### config.mk
export PLATFORM = sky130hd
export DESIGN_NAME = perf_mon_bank
export DESIGN_NICKNAME = d
export VERILOG_FILES = /design/src/rtl/pmu_pkg.sv /design/src/rtl/pmu_event_ctr.sv /design/src/rtl/pmu_cycle_ctr.sv /design/src/rtl/perf_mon_bank.sv
export SDC_FILE = /design/constraint.sdc
export NUM_CORES = 1
export LEC_CHECK = 0
export BUFFER_PORTS_ARGS = -buffer_cell sky130_fd_sc_hd__clkbuf_2
export CAP_MARGIN = 20
export CORE_MARGIN = 2
export CORE_UTILIZATION = 40
export DETAILED_ROUTE_END_ITERATION = 7
export GPL_TIMING_DRIVEN = 0
export PLACE_DENSITY = 0.62
export SLEW_MARGIN = 20
export SYNTH_ARGS = -nofsm -noshare
export SYNTH_HDL_FRONTEND = slang
export SYNTH_SLANG_ARGS = --single-unit
### constraint.sdc
create_clock -name clk -period 3.1 [get_ports clk]
set_input_delay 0.62 -clock clk [delete_from_list [all_inputs] [get_ports clk]]
set_output_delay 0.62 -clock clk [all_outputs]
set_load 0.05 [all_outputs]
### src/rtl/pmu_pkg.sv
// Package: shared register addresses, type-register layout and the
// privilege filter used by every counter of the performance monitor.
package pmu_pkg;

    localparam logic [3:0] A_CTRL   = 4'd0;
    localparam logic [3:0] A_SEL    = 4'd1;
    localparam logic [3:0] A_TYPE   = 4'd2;
    localparam logic [3:0] A_VALUE  = 4'd3;
    localparam logic [3:0] A_ENSET  = 4'd4;
    localparam logic [3:0] A_ENCLR  = 4'd5;
    localparam logic [3:0] A_OVF    = 4'd6;
    localparam logic [3:0] A_IESET  = 4'd7;
    localparam logic [3:0] A_IECLR  = 4'd8;
    localparam logic [3:0] A_SWINC  = 4'd9;

    localparam logic [4:0] CYC_IDX  = 5'd31;
    localparam int         PRESCALE = 64;

    typedef struct packed {
        logic       skip_kernel;   // bit 31 of the type register
        logic       skip_user;     // bit 30 of the type register
        logic [9:0] evt_num;       // bits 9:0 of the type register
    } ctr_cfg_t;

    // True when counting is allowed at the current privilege level.
    function automatic logic level_ok(input ctr_cfg_t cfg, input logic kernel);
        return kernel ? !cfg.skip_kernel : !cfg.skip_user;
    endfunction

endpackage

### src/rtl/pmu_event_ctr.sv
// Module: one programmable event counter.
// Picks its source from the event vector (number n selects line n-1) or,
// for number 0, from the software-increment strobe; gates it by the run
// condition and the privilege filter. Assumes clear and load never need
// to coexist with counting: both take precedence over an increment.
module pmu_event_ctr
    import pmu_pkg::*;
#(
    parameter int CNT_W   = 32,
    parameter int NUM_EVT = 8
) (
    input  logic               clk,
    input  logic               rst_n,
    input  logic               run,
    input  logic               kernel,
    input  ctr_cfg_t           cfg,
    input  logic [NUM_EVT-1:0] evt,
    input  logic               sw_inc,
    input  logic               load,
    input  logic [CNT_W-1:0]   load_val,
    input  logic               clear,
    output logic [CNT_W-1:0]   value,
    output logic               wrap
);

    logic hit;
    logic inc;

    // Source selection: software strobe for number 0, else matching line.
    always_comb begin
        hit = 1'b0;
        if (cfg.evt_num == 10'd0) begin
            hit = sw_inc;
        end else begin
            for (int k = 0; k < NUM_EVT; k++) begin
                if (cfg.evt_num == 10'(k + 1)) hit = evt[k];
            end
        end
    end

    assign inc  = run && hit && level_ok(cfg, kernel);
    assign wrap = inc && !clear && !load && (&value);

    // Counter state: clear, then load, then increment.
    always_ff @(posedge clk) begin
        if (!rst_n)      value <= '0;
        else if (clear)  value <= '0;
        else if (load)   value <= load_val;
        else if (inc)    value <= value + 1'b1;
    end


    ev_hold_chk: assert property (@(posedge clk) disable iff (!rst_n)
        (!run && !load && !clear) |=> $stable(value));


    ev_wrap_chk: assert property (@(posedge clk) disable iff (!rst_n)
        wrap |=> (value == '0));

endmodule

### src/rtl/pmu_cycle_ctr.sv
// Module: the 64-bit cycle counter with optional divide-by-PRESCALE.
// Counts enabled clock cycles; in divided mode a remainder counter
// carries partial progress. Overflow is flagged at the 32-bit or the
// 64-bit point. Assumes PRESCALE is a power of two of at least 2.
module pmu_cycle_ctr
    import pmu_pkg::*;
(
    input  logic        clk,
    input  logic        rst_n,
    input  logic        run,
    input  logic        pass,
    input  logic        div_en,
    input  logic        long_mode,
    input  logic        load,
    input  logic [63:0] load_val,
    input  logic        clear,
    output logic [63:0] value,
    output logic        wrap
);

    localparam int REM_W = $clog2(PRESCALE);
    localparam logic [REM_W-1:0] REM_LAST = REM_W'(PRESCALE - 1);

    logic [REM_W-1:0] rem;
    logic             tick;
    logic             step;

    assign tick = run && pass;
    assign step = tick && (!div_en || rem == REM_LAST);
    assign wrap = step && !clear && !load &&
                  (long_mode ? (&value) : (&value[31:0]));

    // Prescaler remainder: advances on every enabled cycle in divided mode.
    always_ff @(posedge clk) begin
        if (!rst_n)                 rem <= '0;
        else if (clear)             rem <= '0;
        else if (tick && div_en)    rem <= rem + 1'b1;
    end

    // Counter state: clear, then load, then step.
    always_ff @(posedge clk) begin
        if (!rst_n)      value <= '0;
        else if (clear)  value <= '0;
        else if (load)   value <= load_val;
        else if (step)   value <= value + 64'd1;
    end


    cyc_prescale_chk: assert property (@(posedge clk) disable iff (!rst_n)
        (tick && div_en && rem != REM_LAST && !load && !clear) |=> $stable(value));


    cyc_clear_chk: assert property (@(posedge clk) disable iff (!rst_n)
        clear |=> (value == 64'd0 && rem == '0));

endmodule

### src/rtl/perf_mon_bank.sv
// Module: performance monitor top. Holds the control, selector, type,
// enable, overflow and interrupt-enable registers, decodes the register
// port, instantiates NUM_CTR event counters and the cycle counter, and
// drives the level interrupt. Assumes 1 <= NUM_CTR <= 30.
module perf_mon_bank
    import pmu_pkg::*;
#(
    parameter int NUM_CTR = 4,
    parameter int NUM_EVT = 8,
    parameter int CNT_W   = 32
) (
    input  logic               clk,
    input  logic               rst_n,
    input  logic               reg_we,
    input  logic [3:0]         reg_addr,
    input  logic [63:0]        reg_wdata,
    output logic [63:0]        reg_rdata,
    input  logic [NUM_EVT-1:0] evt_i,
    input  logic               priv_i,
    output logic               irq_o
);

    localparam logic [4:0]  NCTR_F = 5'(NUM_CTR);
    localparam logic [31:0] VALID  = {1'b1, {(31 - NUM_CTR){1'b0}}, {NUM_CTR{1'b1}}};

    logic        run_q, div_q, long_q;
    logic [4:0]  sel_q;
    ctr_cfg_t    cfg_q [NUM_CTR];
    ctr_cfg_t    cyc_cfg_q;
    logic [31:0] en_q, ie_q, ovf_q;

    logic [CNT_W-1:0]   ev_val  [NUM_CTR];
    logic [NUM_CTR-1:0] ev_wrap;
    logic [63:0]        cyc_val;
    logic               cyc_wrap;
    logic [31:0]        wrap_v;

    logic     wr_ctrl, wr_type, wr_value, wr_ovf, wr_swinc;
    logic     sel_cyc;
    ctr_cfg_t wcfg;

    assign wr_ctrl  = reg_we && reg_addr == A_CTRL;
    assign wr_type  = reg_we && reg_addr == A_TYPE;
    assign wr_value = reg_we && reg_addr == A_VALUE;
    assign wr_ovf   = reg_we && reg_addr == A_OVF;
    assign wr_swinc = reg_we && reg_addr == A_SWINC;
    assign sel_cyc  = sel_q == CYC_IDX;
    assign wcfg     = '{skip_kernel: reg_wdata[31], skip_user: reg_wdata[30],
                        evt_num: reg_wdata[9:0]};

    // Control and selector registers.
    always_ff @(posedge clk) begin
        if (!rst_n) begin
            run_q  <= 1'b0;
            div_q  <= 1'b0;
            long_q <= 1'b0;
            sel_q  <= '0;
        end else begin
            if (wr_ctrl) begin
                run_q  <= reg_wdata[0];
                div_q  <= reg_wdata[3];
                long_q <= reg_wdata[6];
            end
            if (reg_we && reg_addr == A_SEL) sel_q <= reg_wdata[4:0];
        end
    end

    // Mask registers: count enable, interrupt enable, sticky overflow.
    always_ff @(posedge clk) begin
        if (!rst_n) begin
            en_q  <= '0;
            ie_q  <= '0;
            ovf_q <= '0;
        end else begin
            if (reg_we && reg_addr == A_ENSET) en_q <= (en_q | reg_wdata[31:0]) & VALID;
            if (reg_we && reg_addr == A_ENCLR) en_q <= en_q & ~reg_wdata[31:0];
            if (reg_we && reg_addr == A_IESET) ie_q <= (ie_q | reg_wdata[31:0]) & VALID;
            if (reg_we && reg_addr == A_IECLR) ie_q <= ie_q & ~reg_wdata[31:0];
            ovf_q <= ((wr_ovf ? (ovf_q & ~reg_wdata[31:0]) : ovf_q) | wrap_v) & VALID;
        end
    end

    // Cycle counter filter register (index 31 type access).
    always_ff @(posedge clk) begin
        if (!rst_n)                  cyc_cfg_q <= '0;
        else if (wr_type && sel_cyc) cyc_cfg_q <= '{skip_kernel: wcfg.skip_kernel,
                                                    skip_user: wcfg.skip_user,
                                                    evt_num: 10'd0};
    end

    genvar gi;
    generate
        for (gi = 0; gi < NUM_CTR; gi++) begin : g_ev
            logic hit_sel;
            assign hit_sel = sel_q == 5'(gi);

            // Type register of this event counter.
            always_ff @(posedge clk) begin
                if (!rst_n)                  cfg_q[gi] <= '0;
                else if (wr_type && hit_sel) cfg_q[gi] <= wcfg;
            end

            pmu_event_ctr #(.CNT_W(CNT_W), .NUM_EVT(NUM_EVT)) i_ctr (
                .clk      (clk),
                .rst_n    (rst_n),
                .run      (run_q && en_q[gi]),
                .kernel   (priv_i),
                .cfg      (cfg_q[gi]),
                .evt      (evt_i),
                .sw_inc   (wr_swinc && reg_wdata[gi]),
                .load     (wr_value && hit_sel),
                .load_val (reg_wdata[CNT_W-1:0]),
                .clear    (wr_ctrl && reg_wdata[1]),
                .value    (ev_val[gi]),
                .wrap     (ev_wrap[gi])
            );
        end
    endgenerate

    pmu_cycle_ctr i_cyc (
        .clk       (clk),
        .rst_n     (rst_n),
        .run       (run_q && en_q[31]),
        .pass      (level_ok(cyc_cfg_q, priv_i)),
        .div_en    (div_q),
        .long_mode (long_q),
        .load      (wr_value && sel_cyc),
        .load_val  (reg_wdata),
        .clear     (wr_ctrl && reg_wdata[2]),
        .value     (cyc_val),
        .wrap      (cyc_wrap)
    );

    // Gather wrap pulses into the mask layout.
    always_comb begin
        wrap_v              = '0;
        wrap_v[NUM_CTR-1:0] = ev_wrap;
        wrap_v[31]          = cyc_wrap;
    end

    // Read data multiplexer.
    always_comb begin
        reg_rdata = '0;
        unique case (reg_addr)
            A_CTRL:  reg_rdata = {48'd0, NCTR_F, 4'd0, long_q, 2'd0, div_q, 2'd0, run_q};
            A_SEL:   reg_rdata = {59'd0, sel_q};
            A_TYPE: begin
                if (sel_cyc) reg_rdata = {32'd0, cyc_cfg_q.skip_kernel, cyc_cfg_q.skip_user, 30'd0};
                for (int k = 0; k < NUM_CTR; k++) begin
                    if (sel_q == 5'(k))
                        reg_rdata = {32'd0, cfg_q[k].skip_kernel, cfg_q[k].skip_user,
                                     20'd0, cfg_q[k].evt_num};
                end
            end
            A_VALUE: begin
                if (sel_cyc) reg_rdata = cyc_val;
                for (int k = 0; k < NUM_CTR; k++) begin
                    if (sel_q == 5'(k)) reg_rdata = 64'(ev_val[k]);
                end
            end
            A_ENSET, A_ENCLR: reg_rdata = {32'd0, en_q};
            A_IESET, A_IECLR: reg_rdata = {32'd0, ie_q};
            A_OVF:            reg_rdata = {32'd0, ovf_q};
            default:          reg_rdata = '0;
        endcase
    end

    assign irq_o = |(ovf_q & ie_q);


    ovf_sticky_chk: assert property (@(posedge clk) disable iff (!rst_n)
        !wr_ovf |=> ((ovf_q & $past(ovf_q)) == $past(ovf_q)));


    irq_drop_chk: assert property (@(posedge clk) disable iff (!rst_n)
        (wr_ovf && reg_wdata[31:0] == 32'hFFFF_FFFF && wrap_v == '0) |=> !irq_o);

endmodule

== After elaboration in Yosys (flattened, before gate mapping) ==
Memories as Yosys holds them, arrays and structs flattened.
Cells that the tools add are included.
W data, S select, Z words.
Cells by class
  muxes and demuxes: 85
  reductions and logical operators: 100
  bitwise gates (word level): 13
  equality and inequality tests: 46
  add/subtract/negate cells: 6
Operators with widths (number)
  $mux W64: 11
  $mux W32: 14
  $pmux W64 S7: 1
  $eq A10 B3 Y1 const B: 16
  $reduce_and A32 Y1: 5
  $add A32 B1 Y32 const B: 4
  $and A32 B32 Y32: 4
  $or A32 B32 Y32: 3
  $eq A10 B2 Y1 const B: 8
  $add A64 B1 Y64 const B: 1
  $reduce_and A64 Y1: 1
  $logic_and A1 B1 Y1: 57
  $mux W1: 55
  $mux W12: 4
  $eq A10 B1 Y1 const B: 4
  $eq A10 B4 Y1 const B: 4
  $logic_not A10 Y1: 4
  $not A32 Y32: 1
  $reduce_or A32 Y1: 1
  $logic_not A1 Y1: 18
  $eq A4 B3 Y1 const B: 4
  $reduce_bool A2 Y1: 7
  $eq A5 B2 Y1 const B: 2
  $eq A4 B2 Y1 const B: 2
  12 further kinds: 19
Word-level totals
  memories kept: 1
  RAM bits: 48
  bits of input ports: 80
  flip-flop bits (word level): 304
  output and inout port bits: 65
  logic and storage cells: 267
Memories
  cfg_q: depth 4, bits a word 12, read ports 4, clocked after memory_dff 0, wr ports 4, line perf_mon_bank.sv:28  | ctr_cfg_t cfg_q [NUM_CTR];

== Depth between registers and ports, before layout ==
Gate-level depths: netlist of the first run.
An unclocked memory read counts as a cell.
  depth in word-level cells: 17
  gate-level depth with buffers: 9
  depth with buffers taken out: 7

== Hierarchy ==
From an unflattened synthesis of the first run, not the netlist that was laid out.
Unflattened totals
  cell total of the unflattened synthesis: 2326
  area total of the unflattened synthesis: 19642.6 um^2
By module, submodules not included
  pmu_event_ctr: instances 4, area each 1985.7 um^2, cells an instance 245, sequential area each 640.6 um^2
  perf_mon_bank: instances 1, area each 7911.3 um^2, cells an instance 875, sequential area each 3022.9 um^2
  pmu_cycle_ctr: instances 1, area each 3788.6 um^2, cells an instance 471, sequential area each 1401.3 um^2

== Worst setup path before layout of the first run ==
OpenSTA, ideal clock, no wires.
  path type: input to output
  start point: input reg_addr[1]
  end point: output reg_rdata[1]
  arrival time: 3.695 ns
  path buffers: 3
  stages: 7
  slack: -1.215 ns
  data required time: 2.480 ns
  path through: buf_2 nor2b_1 clkbuf_1 and2_1 clkbuf_1 nand2_1 o311ai_0
On the way
  word-level cells in the longest chain between the ends: 3
  elaborated cells between the ends (all ways): 12
  those cells by class: eq/ne: 8; mux: 1; reduce/logical: 3
RTL lines
  start: declaration: line perf_mon_bank.sv:15  | input logic [3:0] reg_addr,
  $eq A4 B3 Y1 or $eq A4 B4 Y1 (tied branches): line perf_mon_bank.sv:144  | unique case (reg_addr)
  $reduce_or A2 Y1: line perf_mon_bank.sv:144
  $pmux W64 S7 *: line perf_mon_bank.sv:144
  end: declaration: line perf_mon_bank.sv:17  | output logic [63:0] reg_rdata,
Mark *: on every way between the ends. The rest lies on a longest branch, timed or not.

== Worst setup path in the final report of the first run ==
  start point: register sel_q[1]
  end point: output reg_rdata[9]
On the way
  word-level cells in the longest chain between the ends: 7
  elaborated cells between the ends (all ways): 15
  those cells by class: eq/ne: 4; mux: 10; reduce/logical: 1
RTL lines
  start: declaration: line perf_mon_bank.sv:27  | logic [4:0] sel_q;
  start signal: assignment: line perf_mon_bank.sv:64  | if (reg_we && reg_addr == A_SEL) sel_q <= reg_wdata[4:0];
  $eq A5 B5 Y1: line perf_mon_bank.sv:47  | assign sel_cyc = sel_q == CYC_IDX;
  $mux W64: line perf_mon_bank.sv:156  | if (sel_cyc) reg_rdata = cyc_val;
  $mux W64 (4 in a row): line perf_mon_bank.sv:158  | if (sel_q == 5'(k)) reg_rdata = 64'(ev_val[k]);
  $pmux W64 S7 *: line perf_mon_bank.sv:144
Marks and branches as above.

==> impl_results.md, run 1 <==
- DRT Pass-1 Iters: 6
- Least-Margin Pin Slew: 1110 ps
- Via Count: 19800
- Top cells by area, synth: dfxtp_1 (30%), xnor2_1 (8.2%), edfxtp_1 (7.8%)
- Failing checks: negative setup slack
- Fmax: 303 MHz
- Crit Path Class: reg2out
- Die extent in x: 219 um
- Post-synthesis cell count: 2261
- Die height: 219 um
- Hold_sp: reg_wdata[48]
- GPL Wtd Cong: 1.01
- Crit-path max FO: 8
- DIE AREA: 0.0478 sq mm
- Sequential area share after synthesis: 37.9%
- Post-synthesis register bit count: 325
- First-pass GRT wire length: 120 mm
- Yosys top cell by area: dfxtp_1
- Synth Cell Area: 0.0184 sq mm
- Top_reg_cell synth: dfxtp_1
- Worst r2r src: sel_q[1]
- Mapped Nets: 2347
- Vias per std cell: 6.34
- Synth-to-layout area growth: 26.6%
- Share of cells above drive strength 1: 20.1%
- Max Cap Violations: 0
- Grt ovf: 0
- Synth unique cells: 76
- Path depth of the worst reg2reg path: 10
- Worst Path Required: 2480 ps
- DRC: 0
- Placement Setup Slack: -1770 ps
- Layout Cells excl Fill: 3118
- Worst vdd ir: 0.000303 V
- Post-route cell area: roughly 0.023 sq mm
- Starting Density: between 40% and 50%
- Hold buffers post-CTS: 0
- RSZ-0062 raised after global routing: true
- Crit path capture type: primary output
- Max Slew Vio Count: 0
- Average wire per standard cell: between 20 and 30 um
- Status: finished, violations left
- Largest net degree at the start of global routing: 13
- Final Skew: 12.5 ps
- Nets@finish: ~2600
- Placed cells: 3005
- Post-synth EDFFs: 48
- Clock sinks: 325
- Period Utilization, post-route: 106%
- LEAKAGE: about 7.5 nW
- Initial antenna violation count: 0
- CTS tree: built
- Worst-Skew Late Latency: 570 ps
- Initial DRC count: 2638
- Final Hold Vio Count: 0
- TritonCTS Buffers: 40
- PwrDens: 422 mW/mm^2
- Routed Antenna Nets: 0
- R2r setup slk: 110 ps
- Avg Synthesized Cell Area: 8.16 sq um
- Post-Route WL: between 80 and 90 mm
- Global Route Usage Sum: 33.7%
- WHS Path Cells: 3
- Ys Warns: 0
- CP arrival: between 2000 and 3000 ps
- Clk slew on worst S/H paths: 60 ps
- DP Area: 0.0201 sq mm
- Root Driver: clkbuf_16
- Worst Setup Slack, final: -201 ps
- Post-synth ARST share: 0%
- Count of final setup violators: 21
- Site Rows: 78
- Vias in the first global route: 18400
- Reg2reg end: g_ev[3].i_ctr.value[16]
- Hold WS: 259 ps
- CTS H-tree lvls: 2
- IO Pins: 145
- Worst setup SP type: flip-flop
- HPWL after DPL: 60.5 mm
- Post-layout min period: 3300 ps
- IO buf count: 140
- Slew Limit Headroom: 26.2%
- ANT cells: 0
- Area fraction of the dominant cell type after synthesis: between 30% and 40%
- Hold Crit Endpoint: i_cyc.value[48]
- Hold Path Class: in2reg
- Clock Path Buffers: 3
- Core ar.: 0.0455 sq mm
-- state kept, by name (all words and copies together), names as in the netlist, named ones only --
register,cells
i_cyc.value,64
en_q,27
long_q,1
i_cyc.rem,6
div_q,1
sel_q,5
cfg_q,48
ovf_q,5
ie_q,27
g_ev.i_ctr.value,128
run_q,1
cyc_cfg_q,2
-- layout make-up --
class / count / area (sq um)
repair buffers: 190 / 1480
flip-flops and latches: 325 / 7010
plain buffers: 170 / 980
inverters: 46 / 174
multi-input cells: 1716 / 11700
clock inverters: 19 / 173
fillers: 4335 / 22100
well taps: 600 / 751
clock buffers: 52 / 1110
-- routing by layer --
layer / up-vias / wire [um] / share of wire (%) / track usage (%)
li1: 8763 / - / - / -
met1: 9500 / 32600 / 40 / 45.0
met2: 1246 / 36400 / 44 / 52.4
met3: 254 / 8950 / 11 / 6.35
met4: 0 / 4140 / 5.0 / 16.3
met5: - / 0 / 0 / 0
-- where the power goes --
| group | internal [mW] | switching [mW] |
|---|---|---|
| sequential | 4.31 | 0.0490 |
| clock | 2.76 | 1.94 |
| combinational | 0.234 | 0.573 |
| total | 7.30 | 2.56 |
-- synthesized netlist by cell type, drive strengths merged, types with 6 or more instances --
master and count:
ha 6, nor3b 6, a222oi 8, nor4bb 6, o21ai 239, clkbuf 153, nor4 47, o221ai 22
xnor2 172, nor4b 7, buf 21, nand2 207, dfxtp 277, xor2 11, and3 106, o22ai 16
a221oi 7, and2 53, and4 10, inv 45, nor3 118, mux2i 27, nand3b 6, a221o 18
a22oi 17, edfxtp 48, a21oi 142, a211oi 63, a311oi 11, nand3 94, a2111oi 15, mux2 25
nand2b 6, nor2 135, or3 10, nand4 44
-- logic make-up after synthesis --
group	after synthesis	synth area share (%)
simple gates	876	24.6
flops	325	37.9
buf+inv	220	4.59
mux	53	3.11
xor+xnor	183	8.69
compound gates	598	20.8
fa+ha+maj	6	0.407
-- worst max-delay path, stage by stage (launching register included) --
cell       delay (ps)
dfxtp_4           430
buf_12            150
clkbuf_16         160
mux2_4            330
o22ai_4           240
nor3_4             70
a221oi_4          310
o41ai_4           190
clkbuf_8          220
-- how the worst max path moves through the flow --
stage | end | start | slack [ps]
finish | reg_rdata[9] | sel_q[1] | -200
global route | reg_rdata[9] | sel_q[1] | -170
CTS | reg_rdata[30] | sel_q[2] | -150
detailed placement | reg_rdata[9] | reg_addr[2] | -1770
global placement | reg_rdata[9] | reg_addr[2] | -1840
floorplan | reg_rdata[1] | reg_addr[1] | -620
-- repair_timing --
item / in CTS / in global routing
setup endpoints to repair: 146 / 71
gates resized for setup: 294 / 126
cloned: 2 / 1
pin swaps: 34 / 35
setup buffers: 24 / 20
-- stage by stage --
stage                     utilization [%]  TNS, ps  power (mW)
final                                51.3    -1760        9.86
after global routing                 51.3    -1810        10.1
after CTS                            50.1    -1200        9.79
after detailed placement             44.2  -150020        5.10
after global placement               44.1  -175440        5.09
after floorplan                         -    -1250        4.75
-- cells in the final DEF (no fill, tap or decap), drive strengths merged, types with 8 or more instances in the layout --
master	netlist	layout
clkbuf	153	305
dfxtp	277	277
o21ai	239	239
nand2	207	207
xnor2	172	172
a21oi	142	142
nor2	135	135
nor3	118	118
buf	21	107
and3	106	106
nand3	94	94
a211oi	63	63
and2	53	53
edfxtp	48	48
nor4	47	47
inv	45	45
nand4	44	44
mux2i	27	27
mux2	25	25
o221ai	22	22
a221o	18	18
a22oi	17	17
o22ai	16	16
a2111oi	15	15
clkinv	1	13
a311oi	11	11
xor2	11	11
and4	10	10
or3	10	10
a222oi	8	8
(Power assumes the default switching activity.)
==> run 2, diff against run 1 <==
Settings changed: SKIP_CTS_REPAIR_TIMING set to 1.
==> run 2 against run 1 <==
The run still ends with negative setup slack left. Sequential power hardly changed. Clock power barely moved. Design area fell by 2.3%. First-iteration DRC count fell by 8.5%. Wire length down 0.50%. Sequential share of layout area rose by 0.70 points. Worst hold slack barely moved. Total power decreased by 0.33%. Register-to-register slack better by 60 ps. Die area unchanged. Non-clock buffer count shrank 20. Critical path type is now in2out. Critical endpoint is now reg_rdata[4]. Largest cell class unchanged. Highest routed layer is now met5.
==> impl_results.md, run 2 (synthesis results as in run 1) <==
- Status: finished, violations left
- Failing checks: negative setup slack
- ANT cells: 0 (unchanged)
- CTS tree: built
- Hold_sp: reg_wdata[48]
- Global Route Usage Sum: 33.3% (-0.44 points)
- Hold WS: 260 ps (+0.359 ps)
- WHS Path Cells: 3 (unchanged)
- Die height: 219 um (unchanged)
- LEAKAGE: 7.30 nW (-3.2%)
- HPWL after DPL: 60.5 mm (unchanged)
- Worst setup SP type: input port
- Clk slew on worst S/H paths: 60 ps (about the same)
- Slowest stage cell, crit path: a222oi_1
- DIE AREA: 0.0478 sq mm (unchanged)
- Count of final setup violators: 30 (+43%)
- DRC: 0 (unchanged)
- Hold Crit Endpoint: i_cyc.value[48]
- Post-Route WL: 81.7 mm (-0.50%)
- Period Utilization, post-route: 106% (about the same)
- Vias per std cell: 6.30 (-0.55%)
- Top cell by count, worst path: buf_6
- Clock Path Buffers: 3 (unchanged)
- RSZ-0062 raised after global routing: true
- Worst-Skew Late Latency: 570 ps (about the same)
- Crit-path max FO: 10 (+2)
- IO buf count: 140 (unchanged)
- Worst vdd ir: 0.000303 V (about the same)
- Max Cap Violations: 0 (unchanged)
- Fmax: 303 MHz (about the same)
- Root Driver: clkbuf_16
- Least-Margin Pin Slew: 1130 ps (+21.4 ps)
- Site Rows: 78 (unchanged)
- DRT Pass-1 Iters: 7 (+1)
- Grt ovf: 0 (unchanged)
- Placement Setup Slack: -1770 ps (unchanged)
- Worst Setup Slack, final: -201 ps (-0.932 ps)
- Initial DRC count: 2415 (-8.5%)
- Hold Path Class: in2reg
- Max Slew Vio Count: 0 (unchanged)
- Starting Density: 40.6% (unchanged)
- First-pass GRT wire length: 119 mm (-1.4%)
- CP arrival: 2680 ps (about the same)
- Share of cells above drive strength 1: 19.3% (-0.76 points)
- Synth-to-layout area growth: 23.7%
- Reg2reg end: g_ev[3].i_ctr.value[27]
- Pwr Total: 9.83 mW (-0.33%)
- Final Util: 50.2% (-1.2 points)
- Largest net degree at the start of global routing: 13 (unchanged)
- GPL Wtd Cong: 1.01 (unchanged)
- Max reg flops: 128 (unchanged)
- WP buf/inv: 4 (+1)
- Nets@finish: 2555 (-0.78%)
- IO Pins: 145 (unchanged)
- Crit Path Class: in2out
- Path depth of the worst reg2reg path: 8 (-2)
- Routed Antenna Nets: 0 (unchanged)
- Worst r2r src: cfg_q[3][1]
- Die extent in x: 219 um (unchanged)
- Post-layout min period: 3300 ps (+0.932 ps)
- Most common cell after layout, fill and taps aside: dfxtp_1
- Slew Limit Headroom: 24.5% (-1.7 points)
- Layout Cells excl Fill: 3098 (-0.64%)
- Clock sinks: 325 (unchanged)
- R2r setup slk: 170 ps (+60 ps)
- Via Count: 19500 (-1.2%)
- Final Hold Vio Count: 0 (unchanged)
- CP delay by family, top: compound AO/OA/AOI/OAI gates
- Crit path capture type: primary output
- Initial antenna violation count: 1 (+1)
- PwrDens: 431 mW/mm^2 (+2.0%)
- Critical Path Max Stage Delay: 620 ps (+190 ps)
- Core ar.: 0.0455 sq mm (unchanged)
- Worst Path Required: 2480 ps (about the same)
- Most flops, register: g_ev.i_ctr.value
- Vias in the first global route: 18200 (-1.2%)
- Most frequent cells in the layout: dfxtp_1 (272), nand2_1 (202), o21ai_0 (202), xnor2_1 (172)
- Average wire per standard cell: 26.4 um (+0.14%)
- Final Skew: 12.1 ps (-0.391 ps)
- TritonCTS Buffers: 40 (unchanged)
- Largest registers: g_ev.i_ctr.value (128), i_cyc.value (64), cfg_q (48)
- Crit path cell chain: clkbuf_2 > clkbuf_4 > nand2b_2 > o21ai_2 > buf_6 > a222oi_1 > o221ai_2 > buf_6
- CTS H-tree lvls: 2 (unchanged)
- Placed cells: 3005 (unchanged)
run 2: cell count changes in the layout (fill, tap and decap cells not counted), moves of 6 or more:
cell / change
clkbuf_2: -12
buf_2: +14
a21oi_2: -6
buf_4: -10
clkbuf_4: +8
buf_8: -17
a21oi_1: +7
clkbuf_8: -10
buf_6: +18
run 2: how the worst max path moves through the flow:
stage                     start           end  slack, ps  cells after the start
floorplan           reg_addr[1]  reg_rdata[1]       -620                      7
global placement    reg_addr[2]  reg_rdata[9]      -1840                     10
detailed placement  reg_addr[2]  reg_rdata[9]      -1770                     10
CTS                    sel_q[1]  reg_rdata[9]      -1870                      8
global route           sel_q[4]  reg_rdata[9]       -200                      8
finish              reg_addr[3]  reg_rdata[4]       -200                      8
run 2: cell type report:
cell class	instances	area (sq um)
Buffer	170	898
Clock buffer	52	1110
Clock inverter	19	173
Fill cell	4426	22700
Inverter	46	176
Multi-Input combinational cell	1716	11600
Sequential cell	325	7010
Tap cell	600	751
Timing Repair Buffer	170	1130
run 2: worst min-delay path, stage by stage:
cell,delay (ps)
clkbuf_2,70
nand2_1,40
o21ai_0,60
run 2: routing by layer:
metal | global-route usage (%) | vias to the layer above | wire length [um]
met5 | 0 | - | 11
met4 | 15.1 | 2 | 3910
met3 | 6.25 | 240 | 8780
met2 | 52.0 | 1197 | 36300
met1 | 44.5 | 9361 | 32700
li1 | - | 8729 | -
run 2: through the flow:
| step | TNS, ps | instance area (sq um) |
|---|---|---|
| after floorplan | -1250 | 18600 |
| after global placement | -175440 | 20100 |
| after detailed placement | -150020 | 20100 |
| after CTS | -96800 | 21400 |
| after global routing | -2160 | 22800 |
| final | -2170 | 22800 |
run 2: where the power goes:
group | switching, mW | internal, mW | leakage (nW) | total [mW]
Sequential | 0.0499 | 4.31 | 2.73 | 4.36
Clock | 1.94 | 2.76 | 0.618 | 4.70
Combinational | 0.564 | 0.211 | 3.95 | 0.775
Total | 2.55 | 7.28 | 7.30 | 9.83
==> run 3, diff against run 2 <==
Settings changed: CTS_CLUSTER_DIAMETER set to 30, SYNTH_HIERARCHICAL set to 1.
==> run 3 against run 2 <==
The flow still finishes with violations (negative setup slack). Total power rose by 58%. Via count grew 12%. Worst setup slack improved by 9.3 ps. Clock-buffer cell count rose by 80. Critical path type is now reg2out. Highest routed layer unchanged.
==> impl_results.md, run 3 <==
- Max Slew Vio Count: 0 (unchanged)
- IO buf count: 142 (+1.4%)
- Hold Crit Endpoint: i_cyc/value[33]
- HPWL after DPL: 71.2 mm (+18%)
- Compound-Gate Fraction of Synth Area: 27.2% (+6.4 points)
- Most frequent cells in the layout: dfxtp_1 (272), o21ai_0 (228), a31oi_1 (120), clkbuf_2 (119), and3_1 (113)
- Crit-path max FO: 10 (unchanged)
- Period Utilization, post-route: 106% (-0.30 points)
- Initial DRC count: 2748 (+14%)
- Worst Setup Slack, final: -192 ps (+9.29 ps)
- Synth Cell Area: 0.0196 sq mm (+6.5%)
- Slew Limit Headroom: 36.9% (+12 points)
- Hold WS: 253 ps (-6.49 ps)
- Top_reg_cell synth: dfxtp_1
- DP Area: 0.0212 sq mm (+5.6%)
- Ys Warns: 6 (+6)
- Clock Path Buffers: 3 (unchanged)
- Largest net degree at the start of global routing: 14 (+1)
- Yosys top cell by area: dfxtp_1
- Mapped Nets: 2412 (+2.8%)
- Worst r2r src: g_ev[3].i_ctr/value[1]
- Count leader, synth: dfxtp_1
- Core ar.: 0.0487 sq mm (+7.2%)
- Fmax: 304 MHz (+0.28%)
- WHS Path Cells: 3 (unchanged)
- Share of cells above drive strength 1: 21.4% (+2.1 points)
- RSZ-0062 raised after global routing: true
- Mux contribution to synthesized area: 4.31% (+1.2 points)
- Grt ovf: 0 (unchanged)
- Status: finished, violations left
- Internal power: 11.9 mW (+64%)
- Worst Path Required: 2480 ps (about the same)
- Sw frac: 22.9% (-3.0 points)
- CP arrival: 2670 ps (about the same)
- Post-synth EDFFs: 48 (unchanged)
- Average wire per standard cell: 29.0 um (+10%)
- Top cells by area, synth: dfxtp_1 (28%), edfxtp_1 (7.3%), o21ai_0 (6.5%)
- Crit path capture type: primary output
- Worst setup SP type: flip-flop
- Comb pwr share: 5.1% (-2.8 points)
- Routed Antenna Nets: 0 (unchanged)
- Vias in the first global route: 20200 (+11%)
- GPL Wtd Cong: 1.04 (+3.5%)
- Sequential area share after synthesis: 35.6% (-2.3 points)
- Synth Area in XOR/XNOR: 3.12% (-5.6 points)
- Worst-Skew Late Latency: 640 ps (+70 ps)
- Post-synth ARST share: 0% (unchanged)
- Final Skew: 35.1 ps (+23.0 ps)
- Most common cell after layout, fill and taps aside: dfxtp_1
- Die height: 226 um (+3.1%)
- Clock power frac: 66.6% (+19 points)
- Post-synthesis register bit count: 325 (unchanged)
- Post-Synth Simple-Gate Area: 23.3% (-1.2 points)
- Top cells by count, synth: dfxtp_1 (277), o21ai_0 (254), clkbuf_1 (135)
- Root Driver: clkbuf_16
- TritonCTS Buffers: 96 (+140%)
- NetSw: 3.55 mW (+39%)
- Synth-to-layout area growth: 31.8%
- Synth Area in Adders: 0.382% (-0.025 points)
- Worst vdd ir: 0.000411 V (+36%)
- Clock sinks: 325 (unchanged)
- CTS tree: built
- Max Cap Violations: 0 (unchanged)
- Initial antenna violation count: 2 (+1)
- Most flops, register: g_ev.i_ctr/value
- Global Route Usage Sum: 36.7% (+3.4 points)
- Max reg flops: 128 (unchanged)
- R2r setup slk: 60 ps (-110 ps)
- LEAKAGE: 9.18 nW (+26%)
- Largest family of logic cells by synthesized area: compound AO/OA/AOI/OAI gates
- Via Count: 21900 (+12%)
- Clk slew on worst S/H paths: 40 ps (-20 ps)
- CTS H-tree lvls: 3 (+1)
- DRT Pass-1 Iters: 7 (unchanged)
- Hold_sp: reg_wdata[33]
- Reg2reg end: ovf_q[3]
- Least-Margin Pin Slew: 946 ps (-182 ps)
- DIE AREA: 0.0509 sq mm (+6.4%)
- Site Rows: 81 (+3.8%)
- Failing checks: negative setup slack
- Avg Synthesized Cell Area: 8.44 sq um (+3.5%)
- Die extent in x: 226 um (+3.1%)
- PwrDens: 598 mW/mm^2 (+39%)
- Path depth of the worst reg2reg path: 8 (unchanged)
- Count of final setup violators: 26 (-13%)
- Post-layout min period: 3290 ps (-9.29 ps)
- Sequential power share: 28.3% (-16 points)
- Crit Path Class: reg2out
- Post-route cell area: 0.0259 sq mm (+13%)
- DRC: 0 (unchanged)
- Hold Path Class: in2reg
- Placed cells: 3134 (+4.3%)
- Number of fill cells in the layout: 4604 (+4.0%)
- Synth unique cells: 85 (+12%)
- Vias per std cell: 6.57 (+4.3%)
- IO Pins: 145 (unchanged)
- Layout Cells excl Fill: 3330 (+7.5%)
- Post-synthesis cell count: 2326 (+2.9%)
- Largest registers: g_ev.i_ctr/value (128), i_cyc/value (64), cfg_q (48)
- Final Hold Vio Count: 0 (unchanged)
- Area fraction of the dominant cell type after synthesis: 28.2% (-1.8 points)
- Nets@finish: 2676 (+4.7%)
- Post-Route WL: 96.7 mm (+18%)
- Starting Density: 40.3% (-0.26 points)
- First-pass GRT wire length: 137 mm (+15%)
run 3: worst max-delay path by stage:
stage | to | slack [ps] | startpoint | cells after the start
2_1_floorplan | reg_rdata[10] | 70 | reg_addr[3] | 7
4_1_cts | reg_rdata[20] | -900 | sel_q[0] | 7
3_5_place_dp | ovf_q[2] | -1330 | reg_addr[1] | 11
5_1_grt | reg_rdata[15] | -200 | sel_q[1] | 7
6_report | reg_rdata[10] | -190 | sel_q[1] | 7
3_3_place_gp | ovf_q[2] | -1310 | reg_addr[1] | 11
run 3: layout make-up:
cell class                      instances  area [sq um]  area share, %
Multi-Input combinational cell       1734         12000           46.5
Sequential cell                       325          7000           27.0
Clock buffer                          132          2730           10.5
Buffer                                194          1240           4.81
Timing Repair Buffer                  172          1150           4.43
Tap cell                              664           831           3.21
Clock inverter                         39           648           2.50
Inverter                               67           251          0.971
Antenna cell                            3          7.51         0.0290
run 3: layer usage:
layer	GRT usage, %	up-vias	part of all wire [%]
li1	-	9551	-
met1	48.3	10600	40
met2	55.1	1436	43
met3	9.03	302	11
met4	20.1	2	5.9
met5	0	-	0.018
run 3: kinds of logic (layout without fill, tap and decap cells):
kind of cell / Yosys count / after routing
buf+inv: 267 / 604
xor+xnor: 70 / 70
compound gates: 822 / 822
fa+ha+maj: 6 / 6
other cells: 0 / 3
mux: 72 / 72
flops: 325 / 325
simple gates: 764 / 764
run 3: power groups by stage:
stage | Clock [mW] | Sequential [mW] | Combinational [mW]
6_report | 10.3 | 4.38 | 0.795
5_1_grt | 10.6 | 4.38 | 0.812
4_1_cts | 10.3 | 4.37 | 0.699
3_5_place_dp | 0 | 4.44 | 0.696
3_3_place_gp | 0 | 4.44 | 0.689
2_1_floorplan | 0 | 4.43 | 0.343
run 3: per-stage QoR:
stage,power [mW],util (%),setup WS (ps),setup TNS [ps]
after floorplan,4.77,-,73.3,0
after global placement,5.13,43.5,-1310,-195720
after detailed placement,5.14,43.5,-1330,-188920
after CTS,15.4,50.4,-896,-112020
after global routing,15.8,53.1,-202,-3800
final,15.5,53.1,-192,-2800
run 3: worst max-delay path, stage by stage, from the launching register on:
cell and delay, ps:
dfxtp_2 360, buf_6 140, and4_4 350, buf_12 180
nand3_2 130, a221o_1 400, o211ai_1 200, buf_4 280
